File: src/rtl/vout_refill_pkg.sv
package vout_refill_pkg;

    localparam int CFG_W   = 32;
    localparam int THR_W   = 10;
    localparam int PRE_W   = 4;
    localparam int NCH     = 3;

    localparam int THR_A_LSB = 0;
    localparam int PRE_LSB   = 12;
    localparam int THR_B_LSB = 16;

    localparam int CH_Y  = 0;
    localparam int CH_CB = 1;
    localparam int CH_CR = 2;

    typedef logic [THR_W-1:0] thr_t;
    typedef logic [PRE_W-1:0] pre_t;

    typedef enum logic {
        FIELD_A = 1'b0,
        FIELD_B = 1'b1
    } field_e;

    typedef enum logic {
        MODE_COMPONENT = 1'b0,
        MODE_RAW       = 1'b1
    } vmode_e;

    typedef struct packed {
        thr_t thr_b;
        pre_t prescale;
        thr_t thr_a;
    } vcfg_t;

    localparam logic [CFG_W-1:0] CFG_MASK =
        (CFG_W'((1 << THR_W) - 1) << THR_A_LSB) |
        (CFG_W'((1 << PRE_W) - 1) << PRE_LSB)   |
        (CFG_W'((1 << THR_W) - 1) << THR_B_LSB);

    function automatic vcfg_t cfg_unpack(input logic [CFG_W-1:0] w);
        vcfg_t c;
        c.thr_a    = w[THR_A_LSB +: THR_W];
        c.prescale = w[PRE_LSB   +: PRE_W];
        c.thr_b    = w[THR_B_LSB +: THR_W];
        return c;
    endfunction

    function automatic logic [CFG_W-1:0] cfg_pack(input vcfg_t c);
        logic [CFG_W-1:0] w;
        w = '0;
        w[THR_A_LSB +: THR_W] = c.thr_a;
        w[PRE_LSB   +: PRE_W] = c.prescale;
        w[THR_B_LSB +: THR_W] = c.thr_b;
        return w;
    endfunction

    function automatic thr_t half_thr(input thr_t t);
        return t >> 1;
    endfunction

    function automatic pre_t prescale_limit(input pre_t p);
        return (p == '0) ? '0 : p - pre_t'(1);
    endfunction

endpackage

File: src/rtl/vout_cfg_reg.sv
module vout_cfg_reg
    import vout_refill_pkg::*;
(
    input  logic             clk,
    input  logic             rst,
    input  logic             we,
    input  logic [CFG_W-1:0] wdata,
    output vcfg_t            cfg,
    output logic [CFG_W-1:0] rdata
);

    vcfg_t cfg_q;

    always_ff @(posedge clk) begin
        if (rst) begin
            cfg_q <= '0;
        end else if (we) begin
            cfg_q <= cfg_unpack(wdata);
        end
    end

    assign cfg   = cfg_q;
    assign rdata = cfg_pack(cfg_q);

    // a write is visible next cycle with reserved bits cleared
    a_r1_write_readback: assert property (@(posedge clk) disable iff (rst)
        ($past(we) && !$past(rst)) |-> (rdata == ($past(wdata) & CFG_MASK)));

    // no write means the stored word is unchanged
    a_r2_hold_without_write: assert property (@(posedge clk) disable iff (rst)
        (!$past(we) && !$past(rst)) |-> $stable(rdata));

endmodule

File: src/rtl/vout_req_chan.sv
module vout_req_chan
    import vout_refill_pkg::*;
#(
    parameter int FREE_W = 11
) (
    input  logic              clk,
    input  logic              rst,
    input  logic              enable,
    input  logic [FREE_W-1:0] free_words,
    input  thr_t              thr,
    input  logic              ack,
    output logic              evt
);

    localparam int CMP_W = (FREE_W > THR_W) ? FREE_W : THR_W;

    logic pending_q;
    logic evt_q;
    logic room_ok;
    logic fire;

    assign room_ok = CMP_W'(free_words) >= CMP_W'(thr);
    assign fire    = enable && !pending_q && room_ok;

    always_ff @(posedge clk) begin
        if (rst) begin
            pending_q <= 1'b0;
            evt_q     <= 1'b0;
        end else begin
            pending_q <= (pending_q && !ack) || fire;
            evt_q     <= fire;
        end
    end

    assign evt = evt_q;

    // a request lasts exactly one cycle
    a_r6_single_pulse: assert property (@(posedge clk) disable iff (rst)
        evt |=> !evt);

    // an outstanding, unacknowledged request blocks the next one
    a_r6_wait_for_ack: assert property (@(posedge clk) disable iff (rst)
        (pending_q && !ack) |=> !evt);

    // a request is only raised after the FIFO had enough room
    a_r3_room_before_evt: assert property (@(posedge clk) disable iff (rst)
        evt |-> (CMP_W'($past(free_words)) >= CMP_W'($past(thr))));

    // a disabled channel stays silent
    a_r5_disabled_silent: assert property (@(posedge clk) disable iff (rst)
        (!$past(enable) && !$past(rst)) |-> !evt);

endmodule

File: src/rtl/vout_pix_prescaler.sv
module vout_pix_prescaler
    import vout_refill_pkg::*;
#(
    parameter int PIX_W = 16
) (
    input  logic             clk,
    input  logic             rst,
    input  vmode_e           mode,
    input  logic             ce,
    input  pre_t             prescale,
    output logic [PIX_W-1:0] count
);

    pre_t             phase_q;
    logic [PIX_W-1:0] count_q;
    logic             last_phase;

    assign last_phase = phase_q >= prescale_limit(prescale);

    always_ff @(posedge clk) begin
        if (rst) begin
            phase_q <= '0;
            count_q <= '0;
        end else if (mode != MODE_RAW) begin
            phase_q <= '0;
        end else if (ce) begin
            if (last_phase) begin
                phase_q <= '0;
                count_q <= count_q + PIX_W'(1);
            end else begin
                phase_q <= phase_q + pre_t'(1);
            end
        end
    end

    assign count = count_q;

    // the counter only ever moves by one step
    a_r7_unit_step: assert property (@(posedge clk) disable iff (rst)
        (!$past(rst) && !$stable(count)) |-> (count == $past(count) + PIX_W'(1)));

    // no advance without an enabled output clock
    a_r7_needs_ce: assert property (@(posedge clk) disable iff (rst)
        (!$past(rst) && !$past(ce)) |-> $stable(count));

    // component mode freezes the count
    a_r8_hold_component: assert property (@(posedge clk) disable iff (rst)
        (!$past(rst) && ($past(mode) == MODE_COMPONENT)) |-> $stable(count));

endmodule

File: src/rtl/vout_refill_req.sv
module vout_refill_req
    import vout_refill_pkg::*;
#(
    parameter int FREE_W = 11,
    parameter int PIX_W  = 16
) (
    input  logic              clk,
    input  logic              rst,
    input  logic              cfg_we,
    input  logic [31:0]       cfg_wdata,
    output logic [31:0]       cfg_rdata,
    input  logic              raw_mode,
    input  logic              field_sel,
    input  logic [FREE_W-1:0] free_y,
    input  logic [FREE_W-1:0] free_cb,
    input  logic [FREE_W-1:0] free_cr,
    input  logic [2:0]        dma_ack,
    input  logic              pix_ce,
    output logic [2:0]        evt,
    output logic [PIX_W-1:0]  pix_count
);

    vcfg_t             cfg;
    vmode_e            mode;
    field_e            field;
    thr_t              active_thr;
    thr_t              ch_thr  [NCH];
    logic              ch_en   [NCH];
    logic [FREE_W-1:0] ch_free [NCH];

    assign mode  = vmode_e'(raw_mode);
    assign field = field_e'(field_sel);

    vout_cfg_reg u_cfg (
        .clk   (clk),
        .rst   (rst),
        .we    (cfg_we),
        .wdata (cfg_wdata),
        .cfg   (cfg),
        .rdata (cfg_rdata)
    );

    always_comb begin
        active_thr = (field == FIELD_B) ? cfg.thr_b : cfg.thr_a;
        for (int i = 0; i < NCH; i++) begin
            ch_thr[i] = (i == CH_Y) ? active_thr : half_thr(active_thr);
            ch_en[i]  = (i == CH_Y) || (mode == MODE_COMPONENT);
        end
    end

    assign ch_free[CH_Y]  = free_y;
    assign ch_free[CH_CB] = free_cb;
    assign ch_free[CH_CR] = free_cr;

    for (genvar g = 0; g < NCH; g++) begin : g_chan
        vout_req_chan #(
            .FREE_W (FREE_W)
        ) u_chan (
            .clk        (clk),
            .rst        (rst),
            .enable     (ch_en[g]),
            .free_words (ch_free[g]),
            .thr        (ch_thr[g]),
            .ack        (dma_ack[g]),
            .evt        (evt[g])
        );
    end

    vout_pix_prescaler #(
        .PIX_W (PIX_W)
    ) u_pix (
        .clk      (clk),
        .rst      (rst),
        .mode     (mode),
        .ce       (pix_ce),
        .prescale (cfg.prescale),
        .count    (pix_count)
    );

    // raw mode never raises a chroma request
    a_r5_raw_luma_only: assert property (@(posedge clk) disable iff (rst)
        (!$past(rst) && $past(raw_mode)) |-> (evt[2:1] == 2'b00));

    // the cycle after reset shows a cleared block
    a_r9_reset_clears: assert property (@(posedge clk) disable iff (rst)
        $past(rst) |-> ((evt == 3'b000) && (pix_count == '0) && (cfg_rdata == '0)));

endmodule

File: config.mk
export PLATFORM = sky130hd
export DESIGN_NAME = vout_refill_req
export DESIGN_NICKNAME = d
export VERILOG_FILES = /design/src/rtl/vout_refill_pkg.sv /design/src/rtl/vout_cfg_reg.sv /design/src/rtl/vout_req_chan.sv /design/src/rtl/vout_pix_prescaler.sv /design/src/rtl/vout_refill_req.sv
export SDC_FILE = /design/constraint.sdc
export NUM_CORES = 1
export LEC_CHECK = 0
export ABC_AREA = 1
export CAP_MARGIN = 30
export CORE_ASPECT_RATIO = 0.75
export CORE_UTILIZATION = 30
export CTS_CLUSTER_DIAMETER = 120
export DETAILED_ROUTE_END_ITERATION = 12
export DONT_BUFFER_PORTS = 1
export PLACE_DENSITY = 0.49
export SLEW_MARGIN = 30
export SYNTH_ARGS = -nofsm -noshare
export SYNTH_HDL_FRONTEND = slang
export SYNTH_SLANG_ARGS = --single-unit
File: constraint.sdc
create_clock -name clk -period 3.7 [get_ports clk]
set_input_delay 0.555 -clock clk [delete_from_list [all_inputs] [get_ports clk]]
set_output_delay 0.555 -clock clk [all_outputs]
set_load 0.05 [all_outputs]
* Yosys cells after proc, flatten, opt, wreduce, memory -nomap -nowiden
Cells that the tools add are included.
** Storage, ports and cells
- Register bits :: 50
- Word-level logic and storage cells :: 42
- Output and inout port bits :: 51
- Input port bits :: 74
** Operators by class
- $add $sub $neg :: 3
- Bitwise operators :: 1
- Mux-type cells :: 3
- Reductions and logical operators :: 20
- Order comparisons :: 4
** Operators with widths (number)
- greater-or-equal comparator 11 x 9 -> 1 bit :: 2
- adder 16 x 1 -> 16 bit, second input constant :: 1
- greater-or-equal comparator 11 x 10 -> 1 bit :: 1
- two-way mux 10 bit :: 1
- logical AND 1 bit :: 8
- two-way mux 4 bit :: 2
- logical NOT 1 bit :: 6
- adder 4 x 1 -> 4 bit, second input constant :: 1
- greater-or-equal comparator 4 bit :: 1
- logical NOT 4 bit :: 1
- subtractor 4 x 1 -> 4 bit, second input constant :: 1
- logical OR 1 bit :: 3
- AND reduction 3 bit :: 1
- OR reduction 2 bit :: 1
- inverter 1 bit :: 1

* Logic depth before layout (Yosys ltp)
- Word-level depth :: 4
- Mapped depth :: 13
- Gate-level depth less buffers :: 13

* By module
A second synthesis with hierarchy kept.
** Unflattened totals
- Cells, all modules :: 588
- Area total of the unflattened synthesis :: 3714.8 sq um
** Modules (own cells, without submodules)
- vout_pix_prescaler :: area an instance 1247.4 sq um, instances 1, seq. area each 400.4 sq um, cells an instance 188
- vout_cfg_reg :: area an instance 1228.7 sq um, instances 1, seq. area each 480.5 sq um, cells an instance 185
- vout_req_chan :: area an instance 366.6 sq um, instances 3, seq. area each 40.0 sq um, cells an instance 60
- vout_refill_req :: area an instance 138.9 sq um, instances 1, seq. area each 0.0 sq um, cells an instance 35

* Least setup slack after synthesis
Ideal clock, no wire load.
- Kind :: register to register
- From :: register u_cfg.cfg_q, in the netlist u_cfg.cfg[12]
- To :: register u_pix.count_q[1] (netlist: u_pix.count[1])
- Period minus slack after synthesis :: 2.143 ns
- Library setup time :: 0.116 ns
- Cell stages (with the launch flop) :: 14
- Buffers on the path :: 1
- Data required time :: 3.584 ns
- Data arrival time :: 2.027 ns
- Slack :: 1.557 ns
- Cell sequence :: dfxtp_1 nor2_1 nor3_1 o21ai_0 ha_1 nand2_1 inv_1 nand3_1 nand3_2 nand2_4 inv_2 buf_6 nor2_1 nor2_1
** On the way
- Word-level cells in the longest chain between the ends :: 4
- Elaborated cells on any way between the ends :: 5
- Classes of those cells :: add/sub (1); order compare (1); mux (1); reduce/logical (2)
** Ends and longest elaborated chain
- from (decl) :: RTL line vout_cfg_reg.sv:12 : vcfg_t cfg_q;
- from (signal assigned) :: RTL line vout_cfg_reg.sv:18 : cfg_q <= cfg_unpack(wdata);
- subtractor 4 x 1 -> 4 bit or logical NOT 4 bit (tied branches) :: RTL line vout_refill_pkg.sv:62 : return (p == '0) ? '0 : p - pre_t'(1);
- two-way mux 4 bit * :: RTL line vout_refill_pkg.sv:62
- greater-or-equal comparator 4 bit * :: RTL line vout_pix_prescaler.sv:18 : assign last_phase = phase_q >= prescale_limit(prescale);
- AND reduction 3 bit (no source line) *
- to (signal assigned) :: RTL line vout_pix_prescaler.sv:29 : count_q <= count_q + PIX_W'(1);
- to (decl) :: RTL line vout_pix_prescaler.sv:15 : logic [PIX_W-1:0] count_q;
Mark *: on every way between the ends. The rest lies on a longest branch, timed or not.
A chain may end at the register's enable or synchronous reset.

* Final worst setup path
- From :: register u_cfg.cfg_q, in the netlist u_cfg.cfg[13]
- To :: register u_pix.count_q[4] (netlist: u_pix.count[4])
The elaborated chain is that of the path after synthesis.

==> impl_metrics.env <==
export IMPL_status="finished, final reports clean"
export IMPL_finalSetupViolCount=0
export IMPL_route_met2_wl_um=3315
export IMPL_async_flop_share=0
export IMPL_synth_edf_count=0
export IMPL_synthCells=463
export IMPL_fin_nets=563
export IMPL_drt_met1_wl_um=4288
export IMPL_fin_tns_setup_ns=0
export IMPL_die_area_um2=10970
export IMPL_firstDrtPassIters=4
export IMPL_arrival_ns=2.73
export IMPL_grt_overflow_total=0
export IMPL_whs_ns=0.3271
export IMPL_die_x_um=120.6
export IMPL_mostFrequentLayoutCells="106 x nand2_1, 94 x nor2_1, 50 x dfxtp_1"
export IMPL_grt_max_degree=32
export IMPL_port_buffers=0
export IMPL_cts_tree="yes"
export IMPL_initial_core_util=0.3087
export IMPL_wire_per_inst_um=13.94
export IMPL_syn_avg_cell_area_um2=6.834
export IMPL_yosys_area_top_type="dfxtp_1"
export IMPL_p_comb_frac=0.157
export IMPL_seqCellArea_um2=1001
export IMPL_clock_latency_ns=0.30
export IMPL_fmax_mhz=399.9
export IMPL_p_leak_uw=0.001488
export IMPL_drt_wl_total_um=8251
export IMPL_ios=125
export IMPL_die_y_um=90.94
export IMPL_fillers=1131
export IMPL_globalRouteTotalUtil=0.1596
export IMPL_syn_to_final_growth_pct=7.078
export IMPL_crit_path_max_fanout=15
export IMPL_drtIter0Drc=141
export IMPL_cp_data_required_time_ns=3.93
export IMPL_p_per_area_nw_per_um2=405.9
export IMPL_numCtsBuffers=5
export IMPL_cts_sinks=50
export IMPL_first_global_vias=2682
export IMPL_gp_congestion=0.8170
export IMPL_ctsResizeCount=0
export IMPL_synth_area_top_cells="dfxtp_1 32%, ha_1 13%, nand2_1 13%"
export IMPL_synth_seq_area_share=0.3163
export IMPL_critical_path_class="register to register"
export IMPL_hold_viol=0
export IMPL_grt_pass1_wl_um=13560
export IMPL_drc=0
export IMPL_drv_cap=0
export IMPL_fin_worst_skew_ns=0.007191
export IMPL_vias_per_cell=4.740
export IMPL_path_clk_slew_ns=0.08
export IMPL_yosysTopAreaCellShare=0.3163
export IMPL_synthFlopType="dfxtp_1"
export IMPL_dp_hpwl_um=6377
export IMPL_root_buffer="clkbuf_16"
export IMPL_seq_power_share=0.489
export IMPL_swShare=0.3442
export IMPL_tightest_slew_ns=0.7213
export IMPL_cts_setup_buffers=0
export IMPL_cts_buffer_depth=2
export IMPL_p_int_uw=901.9
export IMPL_finalWorstPathRequiredPeriod_ns=2.501
export IMPL_end_kind="register"
export IMPL_coreArea_um2=10250
export IMPL_synth_area_um2=3164
export IMPL_antenna_found_initial=0
export IMPL_vias=2806
export IMPL_synthDistinctLibCells=29
export IMPL_peakVddDrop_uv=192.8
export IMPL_cts_hold_fix_buffers=0
export IMPL_hold_path_class="primary input to register"
export IMPL_multiInputGateArea_um2=1906
export IMPL_num_rows=32
export IMPL_cts_max_level=2
export IMPL_p_sw_uw=473.3
export IMPL_post_route_period_util=0.6758
export IMPL_top_layer="met4"
export IMPL_ys_ff_latch=50
export IMPL_drive_gt1_frac=0.03509
export IMPL_maxSlewViolCount=0
export IMPL_rsz0062_at_grt="false"
export IMPL_worst_setup_path_start_kind="register"
export IMPL_wl_met3_um=564
export IMPL_p_clk_frac=0.354
export IMPL_slew_headroom=0.5162
export IMPL_ys_warn_count=0
export IMPL_ant_nets=0
export IMPL_final_common_cell="nand2_1"
export IMPL_n_antenna_cell=0
==> per-layer routing <==
layer | track usage | vias up
met4 | 0.04012 | 0
li1 | - | 1462
met3 | 0.04774 | 7
met5 | 0 | -
met1 | 0.2248 | 1258
met2 | 0.2352 | 79
==> kinds of logic (layout without fill, tap and decap cells) <==
| group | Yosys count | in the layout | synth area share |
|---|---|---|---|
| adders and majority gates | 34 | 34 | 0.1344 |
| xor gates and xnor gates | 8 | 8 | 0.02214 |
| and+or+nand+nor | 239 | 239 | 0.3112 |
| DFF | 50 | 50 | 0.3163 |
| AOI/OAI and AO/OA | 62 | 62 | 0.09965 |
| other | 1 | 8 | 0.001185 |
| buffers and inverters | 61 | 47 | 0.08976 |
| muxes | 8 | 8 | 0.02531 |
==> area by class of cell <==
cell class	instances	share of cell area
multi-input combinational	359	0.5624
timing repair buffer	1	0.004431
inverter	38	0.04210
clock buffer	5	0.03693
sequential	50	0.2954
clock inverter	3	0.008493
tap	136	0.05022
==> synthesized netlist by cell type (5+ instances only) <==
cell and number:
nor3_1 5, nand3_1 16, inv_1 36, ha_1 34, nand4_1 6, buf_4 12, clkbuf_1 8, dfxtp_1 50
mux2i_1 8, o21ai_0 35, nand2_1 106, nor2_1 94, xor2_1 6, a21oi_1 25
==> critical path, stage by stage, from the launching register on <==
cell     delay [ns]
dfxtp_1        0.70
nor2_1         0.13
nor3_1         0.20
o21ai_0        0.12
ha_1           0.31
nand2_1        0.04
inv_1          0.06
nand3_1        0.08
nand3_2        0.14
nand2_4        0.15
inv_2          0.25
nand2_1        0.09
a21oi_1        0.14
==> metrics by stage <==
step / power [uW] / instances / utilization / setup slack (ns) / cell area [um2]
finish: 1375 / 592 / 0.3306 / 1.199 / 3388
global route: 1469 / 592 / 0.3306 / 0.8116 / 3388
CTS: 1396 / 591 / 0.3291 / 1.200 / 3373
detailed placement: 900.6 / 583 / 0.3141 / 1.210 / 3219
global placement: 893.4 / 583 / 0.3141 / 1.272 / 3219
floorplan: 868.7 / 470 / - / 1.557 / 3191
==> power by group through the flow <==
stage | combinational (uW) | clock [uW] | sequential (uW)
6_report | 216 | 487 | 672
5_1_grt | 259 | 533 | 677
4_1_cts | 216 | 507 | 673
3_5_place_dp | 215 | 0 | 686
3_3_place_gp | 208 | 0 | 685
2_1_floorplan | 203 | 0 | 666
==> final timing paths <==
path                              start                         end  slack [ns]  cells past startpoint
min reg2reg  g_chan[2].u_chan.pending_q  g_chan[2].u_chan.pending_q        0.48                      2
min                                 rst             u_pix.count[10]        0.33                      1
max reg2reg               u_cfg.cfg[13]              u_pix.count[4]        1.20                     12
max                       u_cfg.cfg[13]              u_pix.count[4]        1.20                     12
==> registers in the layout, summed over array words and instances (netlist names) <==
register                 cells
u_pix.count                 16
u_pix.phase_q                4
g_chan.u_chan.pending_q      3
u_cfg.cfg                   24
g_chan.u_chan.evt            3
Note: power is estimated with default switching activity, not from simulation.
